<file path="src/rtl/intvec_pkg.sv">
package intvec_pkg;

   // Cause numbers; these are also the low two bits of the vector code
   typedef enum logic [1:0] {
      CS_TX  = 2'd0,
      CS_EXT = 2'd1,
      CS_RXA = 2'd2,
      CS_RXS = 2'd3
   } cause_e;

   localparam int unsigned NUM_CAUSE = 4;

   // Cause that occupies a given rank (0 = highest) for the chosen order
   function automatic cause_e cause_at_rank(input logic [1:0] rank, input logic rx_first);
      cause_e c;
      if (rx_first) begin
         case (rank)
            2'd0:    c = CS_RXS;
            2'd1:    c = CS_RXA;
            2'd2:    c = CS_TX;
            default: c = CS_EXT;
         endcase
      end else begin
         case (rank)
            2'd0:    c = CS_TX;
            2'd1:    c = CS_RXS;
            2'd2:    c = CS_RXA;
            default: c = CS_EXT;
         endcase
      end
      return c;
   endfunction

endpackage

</file>
<file path="src/rtl/intvec_gate.sv">
module intvec_gate (
   input  logic       tx_empty,
   input  logic       ext_chg,
   input  logic       rx_avail,
   input  logic       rx_special,
   input  logic       tx_ie,
   input  logic       rx_ie,
   input  logic       ext_ie,
   output logic [3:0] elig
);
   import intvec_pkg::*;

   always_comb begin
      elig         = '0;
      elig[CS_TX]  = tx_empty   & tx_ie;
      elig[CS_EXT] = ext_chg    & ext_ie;
      elig[CS_RXA] = rx_avail   & rx_ie;
      elig[CS_RXS] = rx_special & rx_ie;
   end

endmodule

</file>
<file path="src/rtl/intvec_arb.sv">
module intvec_arb #(
   parameter int unsigned NCH  = 2,
   parameter int unsigned CH_W = 1
) (
   input  logic [NCH-1:0][3:0] elig,
   input  logic                rx_first,
   output logic                valid,
   output logic [CH_W-1:0]     win_ch,
   output logic [1:0]          win_cause,
   output logic [NCH*4-1:0]    grant
);
   import intvec_pkg::*;

   always_comb begin
      cause_e c;
      valid     = 1'b0;
      win_ch    = '0;
      win_cause = '0;
      grant     = '0;
      for (int r = 0; r < 4; r++) begin
         c = cause_at_rank(2'(r), rx_first);
         for (int ch = NCH - 1; ch >= 0; ch--) begin
            if (!valid && elig[ch][c]) begin
               valid                  = 1'b1;
               win_ch                 = CH_W'(ch);
               win_cause              = c;
               grant[ch*4 + int'(c)]  = 1'b1;
            end
         end
      end
   end

endmodule

</file>
<file path="src/rtl/intvec_ctrl.sv">
module intvec_ctrl #(
   parameter int unsigned VEC_W = 8
) (
   input  logic             clk,
   input  logic             rst_n,
   input  logic             any_elig,
   input  logic [VEC_W-1:0] live_vec,
   input  logic             vec_rd,
   input  logic             eoi,
   output logic             irq,
   output logic             pend,
   output logic [VEC_W-1:0] vec
);
   logic ins_q, ins_d;

   always_comb begin
      ins_d = ins_q;
      if (vec_rd && any_elig) ins_d = 1'b1;
      else if (eoi)           ins_d = 1'b0;
   end

   always_ff @(posedge clk or negedge rst_n) begin
      if (!rst_n) begin
         ins_q <= 1'b0;
         irq   <= 1'b0;
         pend  <= 1'b0;
         vec   <= '0;
      end else begin
         ins_q <= ins_d;
         irq   <= any_elig && !ins_d;
         pend  <= any_elig;
         if (vec_rd) vec <= live_vec;
      end
   end

endmodule

</file>
<file path="src/rtl/intvec_prio.sv">
module intvec_prio #(
   parameter int unsigned NCH   = 2,
   parameter int unsigned VEC_W = 8
) (
   input  logic             clk,
   input  logic             rst_n,
   input  logic [NCH-1:0]   tx_empty_i,
   input  logic [NCH-1:0]   ext_chg_i,
   input  logic [NCH-1:0]   rx_avail_i,
   input  logic [NCH-1:0]   rx_special_i,
   input  logic [NCH-1:0]   tx_ie_i,
   input  logic [NCH-1:0]   rx_ie_i,
   input  logic [NCH-1:0]   ext_ie_i,
   input  logic [NCH-1:0]   sav_i,
   input  logic             rx_first_i,
   input  logic [VEC_W-1:0] vec_base_i,
   input  logic             vec_rd_i,
   input  logic             eoi_i,
   output logic             irq_o,
   output logic             pend_o,
   output logic [VEC_W-1:0] vec_o
);
   localparam int unsigned CH_W   = (NCH > 1) ? $clog2(NCH) : 1;
   localparam int unsigned CODE_W = CH_W + 2;

   generate
      if (NCH < 1) begin : g_bad_nch
         $error("intvec_prio: NCH must be at least 1");
      end
      if (VEC_W < CODE_W) begin : g_bad_vecw
         $error("intvec_prio: VEC_W too narrow for channel and cause code");
      end
   endgenerate

   logic [NCH-1:0][3:0] elig;
   logic                any_elig;
   logic                win_valid;
   logic [CH_W-1:0]     win_ch;
   logic [1:0]          win_cause;
   logic [NCH*4-1:0]    grant;
   logic [VEC_W-1:0]    live_vec;

   for (genvar g = 0; g < NCH; g++) begin : g_ch
      intvec_gate u_gate (
         .tx_empty   (tx_empty_i[g]),
         .ext_chg    (ext_chg_i[g]),
         .rx_avail   (rx_avail_i[g]),
         .rx_special (rx_special_i[g]),
         .tx_ie      (tx_ie_i[g]),
         .rx_ie      (rx_ie_i[g]),
         .ext_ie     (ext_ie_i[g]),
         .elig       (elig[g])
      );
   end

   assign any_elig = |elig;

   intvec_arb #(.NCH(NCH), .CH_W(CH_W)) u_arb (
      .elig      (elig),
      .rx_first  (rx_first_i),
      .valid     (win_valid),
      .win_ch    (win_ch),
      .win_cause (win_cause),
      .grant     (grant)
   );

   // Vector composition: base, low bits replaced by {channel, cause}
   always_comb begin
      live_vec = vec_base_i;
      if (win_valid && sav_i[win_ch]) live_vec[CODE_W-1:0] = {win_ch, win_cause};
   end

   intvec_ctrl #(.VEC_W(VEC_W)) u_ctrl (
      .clk      (clk),
      .rst_n    (rst_n),
      .any_elig (any_elig),
      .live_vec (live_vec),
      .vec_rd   (vec_rd_i),
      .eoi      (eoi_i),
      .irq      (irq_o),
      .pend     (pend_o),
      .vec      (vec_o)
   );

endmodule

</file>
<file path="config.mk">
export PLATFORM = sky130hd
export DESIGN_NAME = intvec_prio
export DESIGN_NICKNAME = d
export VERILOG_FILES = /design/src/rtl/intvec_pkg.sv /design/src/rtl/intvec_gate.sv /design/src/rtl/intvec_arb.sv /design/src/rtl/intvec_ctrl.sv /design/src/rtl/intvec_prio.sv
export SDC_FILE = /design/constraint.sdc
export NUM_CORES = 1
export LEC_CHECK = 0
export ABC_AREA = 1
export BUFFER_PORTS_ARGS = -buffer_cell sky130_fd_sc_hd__buf_2
export CAP_MARGIN = 20
export CORE_ASPECT_RATIO = 1.5
export CORE_MARGIN = 2
export CORE_UTILIZATION = 45
export DETAILED_ROUTE_END_ITERATION = 6
export PLACE_DENSITY_LB_ADDON = 0.08
export SLEW_MARGIN = 20
export SYNTH_ARGS = -nofsm -noshare
export SYNTH_HDL_FRONTEND = slang
export SYNTH_HIERARCHICAL = 1
export SYNTH_SLANG_ARGS = --single-unit
</file>
<file path="constraint.sdc">
create_clock -name clk -period 0.8 [get_ports clk]
set_input_delay 0.04 -clock clk [delete_from_list [all_inputs] [get_ports clk]]
set_output_delay 0.04 -clock clk [all_outputs]
set_load 0.02 [all_outputs]
</file>
; ---- Yosys cells after proc, flatten, opt, wreduce, memory -nomap -nowiden
; Index checks and enable logic that the tools add are counted.
[totals]
ff_bits = 11
latchBits = 0
ram_bits = 0
mem_bits_ro = 0
out_inout_bits = 10
elab_cells = 78
n_memories = 0
[classes]
add_sub_neg = 0
multipliers = 0
n_div = 0
order_cmp = 4
n_eq_ne = 0
shifts = 0
mux = 43
bitwise = 8
reduce_logical = 19
[op_table]
columns = operator, n
row1 = two-way mux 1 bit, 26
row2 = two-way mux 2 bit, 10
row3 = binary-select mux 1 bit (select 2 bit), 6
row4 = logical AND 1 bit, 10
row5 = "< comparator 2 x 3 -> 1 bit, second input constant", 3
row6 = AND 1 bit, 8
row7 = zero test 1 bit, 8
row8 = OR reduction 8 bit, 1
row9 = two-way mux 3 bit, 1
row10 = "< comparator 1 x 2 -> 1 bit, second input constant", 1

; ---- Depth between registers and ports, before layout
[depth]
ltp_word = 29
mapped_depth = 16

; ---- Cells and area by module
; The synthesis kept the hierarchy.
[by_module_without_submodules]
columns = mod, n_inst, cells_each, area_per_inst_um2, seq_area_each_um2
row1 = intvec_ctrl, 1, 42, 409.1, 275.3
row2 = intvec_arb, 1, 70, 346.6, 0.0
row3 = intvec_prio, 1, 23, 101.3, 0.0
row4 = intvec_gate, 2, 8, 30.0, 0.0

; ---- Worst setup path before layout
; No wires, ideal clock.
[synth_path]
kind = input-to-reg
start = input port rx_special_i[0]
end = register u_ctrl.vec[0]
setup_ps = 126
arrival_ps = 1340
slack_ps = -666
stages = 14
path_cell_list = nand2_1 > inv_1 > o21ai_1 > nand4_4 > nor2_2 > nand2_1 > nand3_1 > inv_2 > nand2_2 > nand3_2 > nand2_1 > nand2_1 > nand2_1 > o21ai_0
[synth_lines]
columns = item, line
row1 = "start, declared", intvec_prio.sv:10  ; input logic [NCH-1:0] rx_special_i,
row2 = "end signal, assigned", intvec_ctrl.sv:32  ; if (vec_rd) vec <= live_vec;
row3 = "end, declared", intvec_ctrl.sv:12  ; output logic [VEC_W-1:0] vec

==> summary.txt <==
Status
  – Status: finished, violations left
  – Failing checks: negative setup slack

Power and ir drop
  – Int Power: 0.00125 W
  – Seq pwr share: 35.0%
  – Pwr per Cell Area: 1260 nW/um2
  – Combinational power share: 46.4%
  – LEAKAGE: 0.866 nW
  – Net Switching: 0.000629 W
  – Maximum vdd ir drop: 0.000694 V
  – Switching share of power: 33.5%
  – Clock Power Share: 18.5%

Place
  – Dpl ws: -0.794 ns
  – Final RePlAce weighted congestion: 0.764
  – Final HPWL DP: 1640 um
  – Placed inst area: 1200 um2
  – Number of buffers added on ports: 38

Die
  – IO Pins: 39
  – Cell row count: 19
  – Initial cell density of the core: 47.1%
  – Core area: 1830 um2
  – Die H: 57.6 um
  – Die Wd: 39.7 um
  – Die area: 2290 um2

STA
  – WHS: 0.0190 ns
  – Final worst setup slack: -0.397 ns
  – Final setup violation count: 11
  – Fin Setup TNS: -1.32 ns
  – Max-slew violations: 0
  – Fin crit share: 150%
  – Clock period minus worst slack: 1.20 ns
  – Max Fclk: 835 MHz
  – Skew final: 0.00000883 ns
  – Worst Tran Pin Value: 0.307 ns
  – Max_slew headroom: 79.5%
  – RSZ-0062 raised after global routing: yes
  – Final Hold Fails: 0

Route
  – DRT Pass-1 Iters: 3
  – Wire length per cell: 10.1 um
  – Routed Antenna Nets: 0
  – DRT Wirelength: 2300 um
  – Remaining DRCs: 0
  – DR iter-0 viols: 9
  – Detailed-route vias per instance: 4.52
  – Vias: 1026

CTS
  – Clk root buf: clkbuf_4
  – Clk_lat worst skew: 0.25 ns
  – CTS sink cnt: 11
  – Worst-path clk slew: 0.06 ns
  – H-tree level count: 1
  – CTS tree: yes
  – Num CTS Buffers: 3
  – CTS max path bufs: 2

Setup path
  – WP data required: 0.93 ns
  – Crit end category: flop
  – Slowest cell on the critical path: nor2_4
  – Worst R2R Start: u_ctrl/vec[7]
  – CP Max Fanout: 4
  – Worst reg2reg setup slack: 0.03 ns
  – R2r endpoint: u_ctrl/vec[7]
  – Reg2Reg Depth: 3
  – CP bufs+invs: 3
  – Critical path's most frequent cell: nand2_2
  – Slowest stage delay, CP: 0.15 ns
  – Largest delay share family, worst path: simple AND/OR/NAND/NOR gates
  – WP data arrival: 1.33 ns
  – Critical path, cell by cell: buf_8 -> nand2_4 -> inv_4 -> nand2_2 -> nand2_2 -> nor2_4 -> nand4_4 -> nor2_4 -> nand2_2 -> nand3_4 -> inv_2 -> nand2_2 -> nand3_2 -> nand2_1 -> nand2_1 -> nand2_1 -> o21ai_1
  – Startpoint types: input port
  – CP Class: input port to flop

Run
  – Max-cap violation count: 0

Cells and area
  – Post-route core utilization: 81.3%
  – Layout Nets: 236
  – Layout cells sized above 1: 46.1%
  – P&R area growth vs syn: 72.7%
  – Design area: 1490 um2
  – N_diodes: 0

Min path
  – Hold Path Class: input port to flop
  – Cell depth of the worst hold path: 3
  – Hold_sp: vec_base_i[4]
  – Hold Path End: u_ctrl/vec[4]

Synth
  – Mapped Nets: 169
  – Yosys warns: 6
  – Cells after Synth: 140
  – Netlist Area Pre-Place: 862 um2
  – Avg Inst Size Synth: 6.16 um2

GRT
  – Total Routing Usage GR: 22.1%
  – Vias in the first global route: 988
  – Overflow left after global routing: 0
  – Largest net degree at the start of global routing: 18
  – Initial antenna violation count: 0
  – First-pass GRT wire length: 3570 um
final cells by class:
type / count / area, um2
sequential: 11 / 275
timing repair buffer: 64 / 509
tap: 21 / 26.3
fill: 113 / 342
clock buffer: 4 / 26.3
multi-input combinational: 92 / 510
inverter: 35 / 141
registers in the layout (all words and copies together) (netlist names):
signal / count
u_ctrl/vec: 8
u_ctrl/irq: 1
u_ctrl/ins_q: 1
u_ctrl/pend: 1
repair_timing:
item	in CTS	in global routing
pin swaps	9	13
endpoints found under the hold margin	14	0
buffers inserted	8	1
setup endpoints to repair	13	14
hold buffers	4	0
resized for setup	27	20
cell usage in the layout, fill, tap and decap left out:
cell type and instances:
o21ai_2 1, nand3_1 6, o21ai_1 6, nand4_1 3, buf_8 2, o21ai_0 5, nand2_1 37, buf_4 22
nor2_4 2, o21ai_4 1, nand2_2 10, buf_6 15, clkbuf_1 1, nand2_4 5, nand3_2 1, inv_2 6
buf_2 21, nand4_4 1, nor2_1 11, dlygate4sd3_1 4, dfrtp_1 11, a31oi_1 1, a21oi_1 1, inv_4 4
clkbuf_4 3, inv_1 25, nand3_4 1
routing by layer:
layer,vias up,GRT usage [%],routed length (um)
met2,23,45.4,1440
met3,4,1.56,73
met4,0,12.3,40
li1,552,-,-
met1,447,17.6,741
met5,-,0,0
power groups by stage:
| stage | clock network [W] | registers (W) | logic [W] |
|---|---|---|---|
| after floorplan | 0 | 0.000729 | 0.000333 |
| after global placement | 0 | 0.000651 | 0.000645 |
| after detailed placement | 0 | 0.000655 | 0.000660 |
| after CTS | 0.000374 | 0.000657 | 0.000816 |
| after global routing | 0.000400 | 0.000667 | 0.000964 |
| final | 0.000348 | 0.000658 | 0.000873 |
per-stage QoR:
stage | total power, W | instances
finish | 0.00188 | 227
floorplan | 0.00106 | 140
CTS | 0.00185 | 226
global route | 0.00203 | 227
global placement | 0.00130 | 210
detailed placement | 0.00131 | 210
how the worst max path moves through the flow:
| stage | from | to | cells after the start |
|---|---|---|---|
| floorplan | tx_empty_i[0] | u_ctrl/vec[0] | 16 |
| global placement | rx_first_i | u_ctrl/vec[2] | 16 |
| detailed placement | rx_first_i | u_ctrl/vec[0] | 16 |
| CTS | rx_ie_i[1] | u_ctrl/vec[0] | 17 |
| global route | rx_avail_i[0] | u_ctrl/vec[1] | 16 |
| finish | rx_ie_i[0] | u_ctrl/vec[0] | 17 |
tightest hold or removal path, cell delays in order:
cell and delay (ns):
buf_2 0.07, nand2_1 0.04, o21ai_0 0.07
Power figures use the tool's default switching activity.
